File: src/rtl/posit_to_fp32.sv
module posit_to_fp32 #(
  parameter int NBITS = 16,
  parameter int ES    = 1
) (
  input  logic             clk,
  input  logic             rst_n,
  input  logic             in_valid,
  output logic             in_ready,
  input  logic [NBITS-1:0] in_posit,
  output logic             out_valid,
  input  logic             out_ready,
  output logic [31:0]      out_fp
);
  localparam int BW = NBITS - 1;
  localparam int CW = $clog2(NBITS) + 1;
  localparam logic [NBITS-1:0] NAR = {1'b1, {BW{1'b0}}};

  logic             sgn, r0, is_zero, is_nar;
  logic [NBITS-1:0] mag;
  logic [BW-1:0]    body, scan, rest, frac;
  logic [CW-1:0]    run;
  logic [2:0]       ev;
  logic signed [9:0] kval, scale;
  logic [7:0]       bexp;
  logic [22:0]      mant;
  logic [31:0]      result;

  assign sgn     = in_posit[NBITS-1];
  assign mag     = sgn ? (~in_posit + 1'b1) : in_posit;
  assign body    = mag[BW-1:0];
  assign r0      = body[BW-1];
  assign scan    = r0 ? ~body : body;
  assign is_zero = (in_posit == '0);
  assign is_nar  = (in_posit == NAR);

  always_comb begin
    run = CW'(BW);
    for (int i = 0; i < BW; i++)
      if (scan[i]) run = CW'(BW - 1 - i);
  end

  assign rest = body << (run + 1'b1);

  generate
    if (ES > 0) begin : g_exp
      assign ev = 3'(rest[BW-1 -: ES]);
    end else begin : g_noexp
      assign ev = '0;
    end
  endgenerate

  assign frac = rest << ES;

  always_comb begin
    kval  = r0 ? ($signed(10'(run)) - 10'sd1) : -$signed(10'(run));
    scale = (kval <<< ES) + $signed(10'(ev));
  end

  assign bexp = 8'(scale + 10'sd127);
  assign mant = 23'(frac) << (23 - BW);

  assign result = is_zero ? 32'h0000_0000 :
                  is_nar  ? 32'h7FC0_0000 :
                            {sgn, bexp, mant};

  assign in_ready = !out_valid || out_ready;

  always_ff @(posedge clk or negedge rst_n) begin
    if (!rst_n) begin
      out_valid <= 1'b0;
      out_fp    <= '0;
    end else begin
      if (in_ready) out_valid <= in_valid;
      if (in_valid && in_ready) out_fp <= result;
    end
  end
endmodule


File: config.mk
export PLATFORM = sky130hd
export DESIGN_NAME = posit_to_fp32
export DESIGN_NICKNAME = d
export VERILOG_FILES = /design/src/rtl/posit_to_fp32.sv
export SDC_FILE = /design/constraint.sdc
export NUM_CORES = 1
export LEC_CHECK = 0
export ABC_AREA = 1
export BUFFER_PORTS_ARGS = -buffer_cell sky130_fd_sc_hd__buf_2
export CAP_MARGIN = 20
export CORE_UTILIZATION = 40
export DETAILED_ROUTE_END_ITERATION = 6
export GPL_TIMING_DRIVEN = 0
export PLACE_DENSITY = 0.6
export SYNTH_ARGS = -nofsm -noshare
export SYNTH_HDL_FRONTEND = slang
export SYNTH_SLANG_ARGS = --single-unit
export TNS_END_PERCENT = 20
File: constraint.sdc
create_clock -name clk -period 1.9 [get_ports clk]
set_clock_uncertainty 0.2 [all_clocks]
set_input_delay 0.57 -clock clk [delete_from_list [all_inputs] [get_ports clk]]
set_output_delay 0.57 -clock clk [all_outputs]
set_load 0.01 [all_outputs]
======== After elaboration in Yosys (flattened, before gate mapping) ========
Cells that the tools add are included.
word-level totals
  register bits after elaboration ......... 33
  logic and storage cells ................. 36
  bits of input ports ..................... 20
cells by class
  add/sub/neg operators ................... 6
  shift-type cells ........................ 1
  muxes and demuxes ....................... 20
  eq/ne operators ......................... 1
  bitwise gates (word level) .............. 2
  reductions and logical operators ........ 4
operator list
  kind                   count
  $mux 32                2
  $mux 5                 10
  $mux 15                2
  $not 15->15            2
  $eq 16x16->1 const B   1
  $logic_not 16->1       1
  $add 15x1->15 const B  1
  $shl 15x5->15          1
  $add 8x2->8            1
  $add 8x8->8 const B    1
  $mux 7                 1
  $neg 5->7              1
  $mux 3                 2
  $sub 5x1->6 const B    1
  $add 5x1->5 const B    1
  $mux 2                 2
  $logic_and 1x1->1      1
  $logic_not 1->1        1
  $logic_or 1x1->1       1
  $mux 1                 1

======== Depth between registers and ports, before layout ========
Gate-level depths: netlist (run 1).
  depth after elaboration ................. 26
  depth in mapped cells ................... 39

======== Least setup slack after synthesis (run 1) ========
OpenSTA, ideal clock, no wires.
  kind .................................... input to register
  from .................................... input in_posit[0]
  to ...................................... register out_fp[27]
  buffers on the path ..................... 4
  path slack .............................. -2.780 ns
  cell stages on the path ................. 36
  setup time .............................. 0.123 ns
  arrival time ............................ 4.356 ns
  path through ............................ inv_2 > ha_1 > nand2_1 > nor2_4 > nand2_2 > nand2_4 > nand2_2 > nand2_4 > nand2_8 > buf_12 > xnor2_1 > nand2_1 > nand2_1 > nand2_1 > nand2_1 > nand2_1 > nand2_1 > nand2_4 > nand2_4 > buf_6 > inv_2 > ha_1 > clkbuf_1 > inv_1 > clkbuf_1 > nand3_1 > nand3_1 > nand2_1 > nand2_1 > nand2_4 > ha_1 > nand2_1 > nor2_1 > xnor2_1 > o21ai_0 > nand2_1
between the ends
  word-level cells in the longest chain between the ends .. 26
  elaborated cells between the ends (all ways) .. 31
  classes of those cells .................. add/sub (6); eq/ne (1); shift (1); mux (20); bitwise (2); reduce/logical (1)
RTL lines
  what                                            line    source
  start: declaration                              9       input logic [NBITS-1:0] in_posit,
  $not 15->15                                     29      assign mag = sgn ? (~in_posit + 1'b1) : in_posit;
  $add 15x1->15                                   29
  $mux 15                                         29
  $not 15->15                                     32      assign scan = r0 ? ~body : body;
  $mux 15                                         32
  $mux 1                                          39      if (scan[i]) run = CW'(BW - 1 - i);
  $mux 2 (2 in series)                            39
  $mux 3 (2 in series)                            39
  $mux 5 (10 in series)                           39
  $add 5x1->5, or another cell as far along       42      assign rest = body << (run + 1'b1);
  $shl 15x5->15 / $mux 7 (equally long branches)  42, 55
  $add 8x2->8                                     56      scale = (kval <<< ES) + $signed(10'(ev));
  $add 8x8->8                                     59      assign bexp = 8'(scale + 10'sd127);
  $mux 32                                         63      is_nar ? 32'h7FC0_0000 :
  $mux 32 (*)                                     62      assign result = is_zero ? 32'h0000_0000 :
  end signal: assignment                          74      if (in_valid && in_ready) out_fp <= result;
  end: declaration                                12      output logic [31:0] out_fp
Mark *: on every way between the ends. The rest lies on a longest branch, timed or not.
A chain may end at the register's enable or synchronous reset.

======== Worst setup path after layout (run 1) ========
Ends and elaborated chain as after synthesis.

==> results.md, run 1 <==
* DRC violation total after the first TritonRoute iteration at 95
* Pin count of the biggest net entering global routing at 25
* Global-route wire length before repair at 12.1 mm
* Share of synthesized area occupied by flip-flops and latches at 22.3%
* Fin. max-slew vios at 0
* Crit path top cell by count: sky130_fd_sc_hd__nand2_1
* Family with the most delay on the worst path: simple AND/OR/NAND/NOR gates
* Synth top cells by count: 116 x sky130_fd_sc_hd__nand2_1, 37 x sky130_fd_sc_hd__nand3_1, 34 x sky130_fd_sc_hd__inv_1, 28 x sky130_fd_sc_hd__o21ai_0, 24 x sky130_fd_sc_hd__dfrtp_1
* Fraction of synthesized cell area taken by the top area cell type at 22.3%
* Time the final worst path needs with I/O delays and setup at 3.96 ns
* Later-pin clock latency in the skew report at 0.26 ns
* Clock buffer count from CTS at 3
* Start-to-end type of the worst setup path: in -> reg
* Final-layout fill cell count at 636
* Number of enable-type register cells in the synthesized netlist at 0
* Destination of the critical timing path: out_fp[27]
* Synth area leaders: sky130_fd_sc_hd__dfrtp_1 22%, sky130_fd_sc_hd__nand2_1 16%, sky130_fd_sc_hd__nand3_1 6.9%
* Synth Cell Area at 2690 um2
* Antenna violations before repair at 0
* Hold Fails Final Rpt at 0
* Critical-path cell with the highest stage delay: sky130_fd_sc_hd__or2_1
* Slew at the pin closest to its max-slew limit at 0.526 ns
* Kind of end point of the critical path: flop
* TritonCTS clock tree: done
* Final setup slack of the worst path at -2.06 ns
* Initial cell density of the core at 41.9%
* Grt total ovfl at 0
* WL final at 7.13 mm
* Share of final-layout standard cells stronger than drive strength 1 at 40.7%
* Weighted congestion reported at the end of routability-driven placement at 0.861
* Total die area at 7060 um2
* Global router's overall resource usage at 21.1%
* Number of endpoints failing setup at the final stage at 23
* Avg Synthesized Cell Area at 6.80 um2
* Critical Path Source Type: input port
* Number of inserted diodes at 0
* Count of buffers inserted at the top-level ports at 44
* Largest stage delay on the critical path at 0.22 ns
* Worst voltage drop across the vdd grid at 593 uV
* Number of nets in the finished design at 510
* Count of yosys warnings during synthesis at 0
* Row Count at 29
* Number of global-route vias before repair at 2656
* Vert. Die Dim at 84.0 um
* Area Growth Syn to Fin at 39.2%
* Deepest clock path buffer count at 2
* Clock Sink Count at 24
* Max_slew headroom at 64.5%
* Post-Route Hold Slack at 0.0710 ns
* R2r setup slk at -0.21 ns
* Largest driver fanout on the critical path at 6
* Critical path origin: in_posit[0]
* PwrDens at 1050 nW/um2
* First-pass detailed-route iteration total at 6
* Violations in the final reports: DRC, setup timing
* Run status: complete, but fails checks
* Worst reg2reg endpoint: out_fp[20]
* Count of unresolved DRC violations after routing at 2
* Post-cts hold buffer count at 0
* Number of primary I/O pins at 54
* Top achievable clock speed at 252 MHz
* Predominant post-synthesis flop cell: sky130_fd_sc_hd__dfrtp_1
* Count of distinct cell types in the synthesized netlist at 47
* Via count at 2801
* Detailed-route wire length per cell at 12.7 um
* Static leakage at 0.00190 uW
* Fraction of the core area covered by cells at the end of the flow at 58.4%
* Yosys top cell by area: sky130_fd_sc_hd__dfrtp_1
* Clk Tree Root Cell: sky130_fd_sc_hd__clkbuf_8
* Setup WS pre-CTS at -2.77 ns
* Critical path buffers and inverters at 4
* Number of synthesized register bits at 24
* DIE WIDTH at 84.0 um
* Instance count of the mapped netlist at 396
* Worst r2r path cells at 11
* Async set-or-reset flop fraction in the synthesized netlist at 100%
* DRT antenna net count at 0
* Data required time at the worst endpoint at 1.86 ns
* Number of H-tree branching levels at 1
* Ratio of final minimum period to clock period at 209%
* DP HPWL at 5.51 mm
* DR vias/cell at 4.99
* Max Cap Viol at 0
* Instance count on the critical path at 38
* RSZ-0062 raised after global routing: true
* Data arrival time of the worst path at 3.92 ns
* Core area at 6420 um2
* Worst reg2reg startpoint: out_valid
* Clock slew at reported path FFs at 0.08 ns
* Most frequent cell after synthesis: sky130_fd_sc_hd__nand2_1
* Hold/Removal Path Class: in -> async
* Post-layout power at 3940 uW
==> layer usage <==
layer / wire [um] / up-vias / GRT usage [%]
met4: 70 / 0 / 3.76
met2: 3430 / 65 / 35.5
li1: - / 1440 / -
met3: 269 / 8 / 2.37
met1: 3350 / 1288 / 29.5
met5: 0 / - / 0
==> logic make-up (layout without fill, tap and decap cells) <==
| logic type | count (synthesis) | count (layout) | share of synthesized area, % |
|---|---|---|---|
| other | 1 | 9 | 0.139 |
| AOI/OAI and AO/OA | 64 | 64 | 15.0 |
| and+or+nand+nor | 209 | 209 | 36.7 |
| adders and majority gates | 5 | 5 | 2.32 |
| buffers and inverters | 67 | 147 | 12.5 |
| xor gates and xnor gates | 26 | 26 | 11.1 |
| DFF | 24 | 24 | 22.3 |
==> how the worst min path moves through the flow <==
stage,endpoint,slack [ns],cells after the start
after floorplan,out_fp[10],0.07,0
after global routing,out_fp[26],0.12,1
after CTS,out_fp[27],0.08,1
after global placement,out_fp[27],0.25,2
after detailed placement,out_fp[27],0.25,2
final,out_fp[26],0.07,1
==> registers in the layout (all words and copies together), names as in the netlist <==
name	count
out_fp	23
out_valid	1
==> stage by stage <==
stage / setup TNS, ns / cells / area, um2
finish: -39.13 / 561 / 3750
global route: -44.15 / 561 / 3750
CTS: -38.37 / 555 / 3600
detailed placement: -53.90 / 525 / 3180
global placement: -53.71 / 525 / 3180
floorplan: -39.52 / 404 / 2860
==> report_power, final <==
group | internal [uW] | total [uW] | leakage [uW] | switching (uW)
combinational | 1240 | 2780 | 0.00158 | 1540
sequential | 711 | 814 | 0.000299 | 103
clock | 185 | 340 | 0.0000288 | 155
==> area by class of cell <==
type | count | area [um2] | area share [%]
buffer | 19 | 185 | 4.94
inverter | 47 | 231 | 6.17
clock buffer | 4 | 55.1 | 1.47
timing repair buffer | 77 | 519 | 13.9
tap | 77 | 96.3 | 2.57
sequential | 24 | 601 | 16.0
multi-input combinational | 313 | 2060 | 55.0
==> what timing repair did <==
item	in CTS	in global routing
setup endpoints to repair	23	23
resized for setup	56	31
pin swaps	33	16
setup buffers	27	6
==> cells in the final DEF (no fill, tap or decap), types with 11 or more instances in the layout <==
master / count
sky130_fd_sc_hd__o21ai_1: 14
sky130_fd_sc_hd__nand2_1: 103
sky130_fd_sc_hd__nand3_2: 12
sky130_fd_sc_hd__nand2_2: 14
sky130_fd_sc_hd__o21ai_0: 11
sky130_fd_sc_hd__nor2_1: 18
sky130_fd_sc_hd__dfrtp_1: 24
sky130_fd_sc_hd__xor2_1: 11
sky130_fd_sc_hd__nand3_1: 26
sky130_fd_sc_hd__buf_4: 39
sky130_fd_sc_hd__buf_2: 41
sky130_fd_sc_hd__inv_1: 29
Power figures use the tool's default switching activity.
==> run 2, diff against run 1 <==
==> constraint.sdc (replaced) <==
create_clock -name clk -period 3.2 [get_ports clk]
set_clock_uncertainty 0.2 [all_clocks]
set_input_delay 0.16 -clock clk [delete_from_list [all_inputs] [get_ports clk]]
set_output_delay 0.16 -clock clk [all_outputs]
set_load 0.01 [all_outputs]
==> results.md, run 2 (synthesized netlist as in run 1, its figures left out) <==
* Met3 wire length at 264 um
* Static leakage at 0.00193 uW
* Clock buffer count from CTS at 3
* Area Growth Syn to Fin at 41.4%
* Later-pin clock latency in the skew report at 0.26 ns
* Time the final worst path needs with I/O delays and setup at 3.59 ns
* Number of endpoints failing setup at the final stage at 13
* First-pass detailed-route iteration total at 6
* Number of inserted diodes at 0
* DP HPWL at 5.51 mm
* Fin. max-slew vios at 0
* Deepest clock path buffer count at 2
* Detailed-route wire length per cell at 12.9 um
* Number of nets in the finished design at 513
* Global router's overall resource usage at 21.1%
* Violations in the final reports: DRC, setup timing
* Largest driver fanout on the critical path at 8
* Kind of end point of the critical path: flop
* Number of H-tree branching levels at 1
* Critical-path cell with the highest stage delay: sky130_fd_sc_hd__or2_4
* Via count at 2828
* Setup_tns at -2.91 ns
* Number of primary I/O pins at 54
* Number of global-route vias before repair at 2668
* Global-route wire length before repair at 12.1 mm
* WL final at 7.28 mm
* Crit path top cell by count: sky130_fd_sc_hd__nand2_4
* Largest register FFs at 23
* Run status: complete, but fails checks
* Hold/Removal Path Class: in -> reg
* DRC violation total after the first TritonRoute iteration at 95
* Data required time at the worst endpoint at 3.16 ns
* Clock Sink Count at 24
* Top achievable clock speed at 278 MHz
* Amount of wire on met2 after detailed routing at 3.50 mm
* RSZ-0062 raised after global routing: true
* Ratio of final minimum period to clock period at 112%
* Routed metal-1 wire length at 3.41 mm
* TritonCTS clock tree: done
* Grt total ovfl at 0
* Core area at 6420 um2
* Max Cap Viol at 0
* DRT antenna net count at 0
* DR vias/cell at 5.01
* Clk Tree Root Cell: sky130_fd_sc_hd__clkbuf_8
* Worst voltage drop across the vdd grid at 293 uV
* Most common cell after layout, fill and taps aside: sky130_fd_sc_hd__nand2_1
* Initial cell density of the core at 41.9%
* Most flop-heavy register: out_fp
* Count of unresolved DRC violations after routing at 2
* Weighted congestion reported at the end of routability-driven placement at 0.861
* Max_slew headroom at 60.9%
* Post-Route Hold Slack at 0.186 ns
* PwrDens at 616 nW/um2
* DIE WIDTH at 84.0 um
* Data arrival time of the worst path at 3.55 ns
* Count of buffers inserted at the top-level ports at 44
* Clock slew at reported path FFs at 0.08 ns
* Critical Path Source Type: input port
* Start-to-end type of the worst setup path: in -> reg
* Antenna violations before repair at 0
* Row Count at 29
* Max layer used: met4
* Vert. Die Dim at 84.0 um
* Largest registers in the final layout: out_fp x23, out_valid x1
* Largest stage delay on the critical path at 0.24 ns
* Share of final-layout standard cells stronger than drive strength 1 at 40.0%
* Final setup slack of the worst path at -0.392 ns
* Total die area at 7060 um2
* Leading cell types in the layout, fill and taps excluded: 104 x sky130_fd_sc_hd__nand2_1, 41 x sky130_fd_sc_hd__buf_2, 39 x sky130_fd_sc_hd__buf_4, 30 x sky130_fd_sc_hd__inv_1, 27 x sky130_fd_sc_hd__nand3_1
* Hold Fails Final Rpt at 0
* Pin count of the biggest net entering global routing at 25
* Slew at the pin closest to its max-slew limit at 0.580 ns
## run 2: cell count changes in the layout (fill, tap and decap cells not counted), moves of 2 or more
cell,delta
sky130_fd_sc_hd__dlygate4sd3_1,+2
sky130_fd_sc_hd__nand3_2,-2
sky130_fd_sc_hd__o21ai_0,+4
sky130_fd_sc_hd__o21ai_1,-2
sky130_fd_sc_hd__or2_4,+2
sky130_fd_sc_hd__nand2_2,-4
sky130_fd_sc_hd__buf_6,+2
sky130_fd_sc_hd__nand2_4,+3
sky130_fd_sc_hd__o21ai_2,-2
sky130_fd_sc_hd__or2_1,-2
## run 2: area by class of cell
| type | count | area (um2) |
|---|---|---|
| Fill cell | 631 | 2620 |
| Buffer | 19 | 181 |
| Clock buffer | 4 | 55.1 |
| Timing Repair Buffer | 80 | 551 |
| Inverter | 47 | 234 |
| Tap cell | 77 | 96.3 |
| Sequential cell | 24 | 601 |
| Multi-Input combinational cell | 313 | 2090 |
## run 2: worst max-delay path: cells and delay by family
kind	cells	cell delay, ns
simple gates	17	1.64
compound gates	6	0.78
xor+xnor	1	0.09
fa+ha+maj	3	0.44
buf+inv	5	0.43
## run 2: final timing paths
kind,start,slack (ns),depth (start not counted),endpoint
min,in_valid,0.19,3,out_fp[14]
max reg2reg,out_valid,0.98,11,out_fp[20]
min reg2reg,out_fp[28],0.27,2,out_fp[28]
max,in_posit[0],-0.39,32,out_fp[27]
max in group asynchronous,rst_n,2.25,2,out_fp[17]
min in group asynchronous,rst_n,0.20,2,out_fp[26]
## run 2: routing by layer
layer  vias to the layer above  global-route usage [%]
met3                        12                    2.37
met2                        68                    35.5
met1                      1307                    29.5
met4                         0                    3.76
met5                         -                       0
li1                       1441                       -
## run 2: repair_timing
action | in CTS | in global routing
hold buffers | 2 | 0
setup buffers | 27 | 7
setup endpoints to repair | 22 | 22
hold endpoints to repair | 25 | 0
pin swaps | 30 | 18
resized for setup | 33 | 54
## run 2: power by group
group | total, uW | internal (uW) | switching, uW | leakage, uW
logic | 1660 | 738 | 922 | 0.00161
registers | 484 | 422 | 61.6 | 0.000299
clock network | 201 | 110 | 91.0 | 0.0000288
total | 2350 | 1270 | 1070 | 0.00193
## run 2: stage by stage
step	total power [uW]	instance area, um2	std cells	utilization, %	setup slack, ns
after floorplan	1400	2860	404	-	-0.435
after global placement	1730	3180	525	49.5	-1.04
after detailed placement	1740	3180	525	49.5	-1.06
after CTS	2160	3580	557	55.7	-0.364
after global routing	2540	3810	564	59.3	-0.620
final	2350	3810	564	59.3	-0.392
==> run 3, diff against run 2 <==
--- a/config.mk
+++ b/config.mk
@@ -7,11 +7,10 @@
 export LEC_CHECK = 0
 export ABC_AREA = 1
 export BUFFER_PORTS_ARGS = -buffer_cell sky130_fd_sc_hd__buf_2
-export CAP_MARGIN = 20
-export CORE_UTILIZATION = 40
+export CORE_UTILIZATION = 45
 export DETAILED_ROUTE_END_ITERATION = 6
 export GPL_TIMING_DRIVEN = 0
-export PLACE_DENSITY = 0.6
+export PLACE_DENSITY = 0.67
 export SYNTH_ARGS = -nofsm -noshare
 export SYNTH_HDL_FRONTEND = slang
 export SYNTH_SLANG_ARGS = --single-unit
==> results.md, run 3 (synthesized netlist as in run 1, its figures left out) <==
* Deepest clock path buffer count at 2
* DRC violation total after the first TritonRoute iteration at 169
* Count of buffers inserted at the top-level ports at 44
* Clock slew at reported path FFs at 0.09 ns
* Slew at the pin closest to its max-slew limit at 0.601 ns
* Data required time at the worst endpoint at 3.17 ns
* Antenna violations before repair at 0
* Global-route track usage on met2 at 41.8%
* First-pass detailed-route iteration total at 4
* Area Growth Syn to Fin at 36.4%
* Time the final worst path needs with I/O delays and setup at 3.54 ns
* Register share of total power at 21.0%
* Ratio of final minimum period to clock period at 111%
* Non-filler instance count after layout at 553
* Largest registers in the final layout: out_fp x23, out_valid x1
* Hold/Removal Path Class: in -> reg
* Total internal power at 1230 uW
* Global router's overall resource usage at 24.4%
* Core area at 5640 um2
* PwrDens at 620 nW/um2
* DIE WIDTH at 79.4 um
* Static leakage at 0.00188 uW
* Worst r2r path cells at 11
* Most common cell after layout, fill and taps aside: sky130_fd_sc_hd__nand2_1
* Final setup slack of the worst path at -0.341 ns
* Run status: complete, but fails checks
* DP HPWL at 5.45 mm
* Number of global-route vias before repair at 2671
* End of the worst hold path: out_fp[9]
* TritonCTS clock tree: done
* Count of unresolved DRC violations after routing at 0
* Leading cell types in the layout, fill and taps excluded: 103 x sky130_fd_sc_hd__nand2_1, 40 x sky130_fd_sc_hd__buf_2, 35 x sky130_fd_sc_hd__buf_4, 32 x sky130_fd_sc_hd__nand3_1, 30 x sky130_fd_sc_hd__inv_1
* Power share of the clock group at 9.2%
* Worst reg2reg endpoint: out_fp[20]
* Violations in the final reports: setup timing
* Fin. max-slew vios at 0
* Row Count at 27
* Start-to-end type of the worst setup path: in -> reg
* Worst reg2reg startpoint: out_valid
* Fraction of power spent switching nets at 46.2%
* Clock Sink Count at 24
* M3 GR Usage at 3.10%
* Combinational group share of total power at 69.8%
* Count of placed standard cells including taps at 520
* Initial cell density of the core at 47.7%
* Max_slew headroom at 59.5%
* Clk Tree Root Cell: sky130_fd_sc_hd__clkbuf_8
* GR peak layer: met2
* Share of final-layout standard cells stronger than drive strength 1 at 37.6%
* Critical-path cell with the highest stage delay: sky130_fd_sc_hd__or2_1
* Post-Route Hold Slack at 0.183 ns
* Largest register FFs at 23
* Data arrival time of the worst path at 3.51 ns
* R2r setup slk at 0.94 ns
* Pin count of the biggest net entering global routing at 25
* Grt total ovfl at 0
* Vert. Die Dim at 79.4 um
* WL final at 7.33 mm
* Net switching component of the power at 1050 uW
* Later-pin clock latency in the skew report at 0.27 ns
* Clock buffer count from CTS at 3
* Critical Path Source Type: input port
* Number of inserted diodes at 0
* Number of endpoints failing setup at the final stage at 13
* Weighted congestion reported at the end of routability-driven placement at 0.869
* Worst voltage drop across the vdd grid at 386 uV
* Number of primary I/O pins at 54
* Max Cap Viol at 0
* DRT antenna net count at 0
* Global routing usage on met1 at 32.7%
* Kind of end point of the critical path: flop
* Number of cells traversed by the worst hold path at 6
* Total die area at 6300 um2
* Largest driver fanout on the critical path at 10
* Top achievable clock speed at 282 MHz
* DR vias/cell at 5.08
* Setup_tns at -2.33 ns
* Via count at 2810
* Number of H-tree branching levels at 1
* Largest stage delay on the critical path at 0.23 ns
* Number of nets in the finished design at 507
* RSZ-0062 raised after global routing: true
* Most flop-heavy register: out_fp
* Startpoint of the most critical hold path: in_posit[0]
* Hold Fails Final Rpt at 0
* Global-route wire length before repair at 12.3 mm
* Detailed-route wire length per cell at 13.3 um
## run 3: worst max-delay path by stage
stage,startpoint,endpoint
after floorplan,in_posit[1],out_fp[27]
after global placement,in_posit[0],out_fp[27]
after detailed placement,in_posit[0],out_fp[27]
after CTS,in_posit[0],out_fp[27]
after global routing,in_posit[13],out_fp[27]
final,in_posit[1],out_fp[27]
## run 3: power by group through the flow
| stage | registers, uW | logic, uW | clock network (uW) |
|---|---|---|---|
| 2_1_floorplan | 546 | 859 | 0 |
| 3_3_place_gp | 485 | 1230 | 0 |
| 3_5_place_dp | 489 | 1250 | 0 |
| 4_1_cts | 480 | 1400 | 214 |
| 5_1_grt | 495 | 1750 | 230 |
| 6_report | 479 | 1590 | 209 |
## run 3: worst max-delay path: cells and delay by family
family / cells / cell delay (ns)
and+or+nand+nor: 18 / 1.70
AOI/OAI and AO/OA: 4 / 0.59
adders and majority gates: 3 / 0.43
xor gates and xnor gates: 1 / 0.07
buffers and inverters: 5 / 0.52
## run 3: through the flow
step,area (um2),worst slack [ns],total power [uW],util (%)
after global placement,3170,-1.02,1720,56.2
after global routing,3670,-0.600,2480,65.1
after floorplan,2860,-0.435,1400,-
after CTS,3480,-0.333,2090,61.8
after detailed placement,3170,-1.04,1740,56.2
final,3670,-0.341,2280,65.1
## run 3: timing repair
item                                    in CTS  in global routing
endpoints found under the hold margin       25                  0
buffers inserted                            19                  9
endpoints found under the setup margin      22                 22
pin swaps                                   23                 28
resized for setup                           28                 49
hold buffers                                 2                  0
## run 3: per-layer routing
layer	vias to the layer above	routed length [um]
li1	1429	-
met1	1290	3410
met2	82	3490
met3	9	348
met4	0	79
met5	-	0
## run 3: final cells by class
| cell class | instances | area [um2] |
|---|---|---|
| buffer | 19 | 184 |
| clock buffer | 4 | 55.1 |
| fill | 524 | 1970 |
| inverter | 47 | 224 |
| multi-input combinational | 313 | 2020 |
| sequential | 24 | 601 |
| tap | 72 | 90.1 |
| timing repair buffer | 74 | 499 |
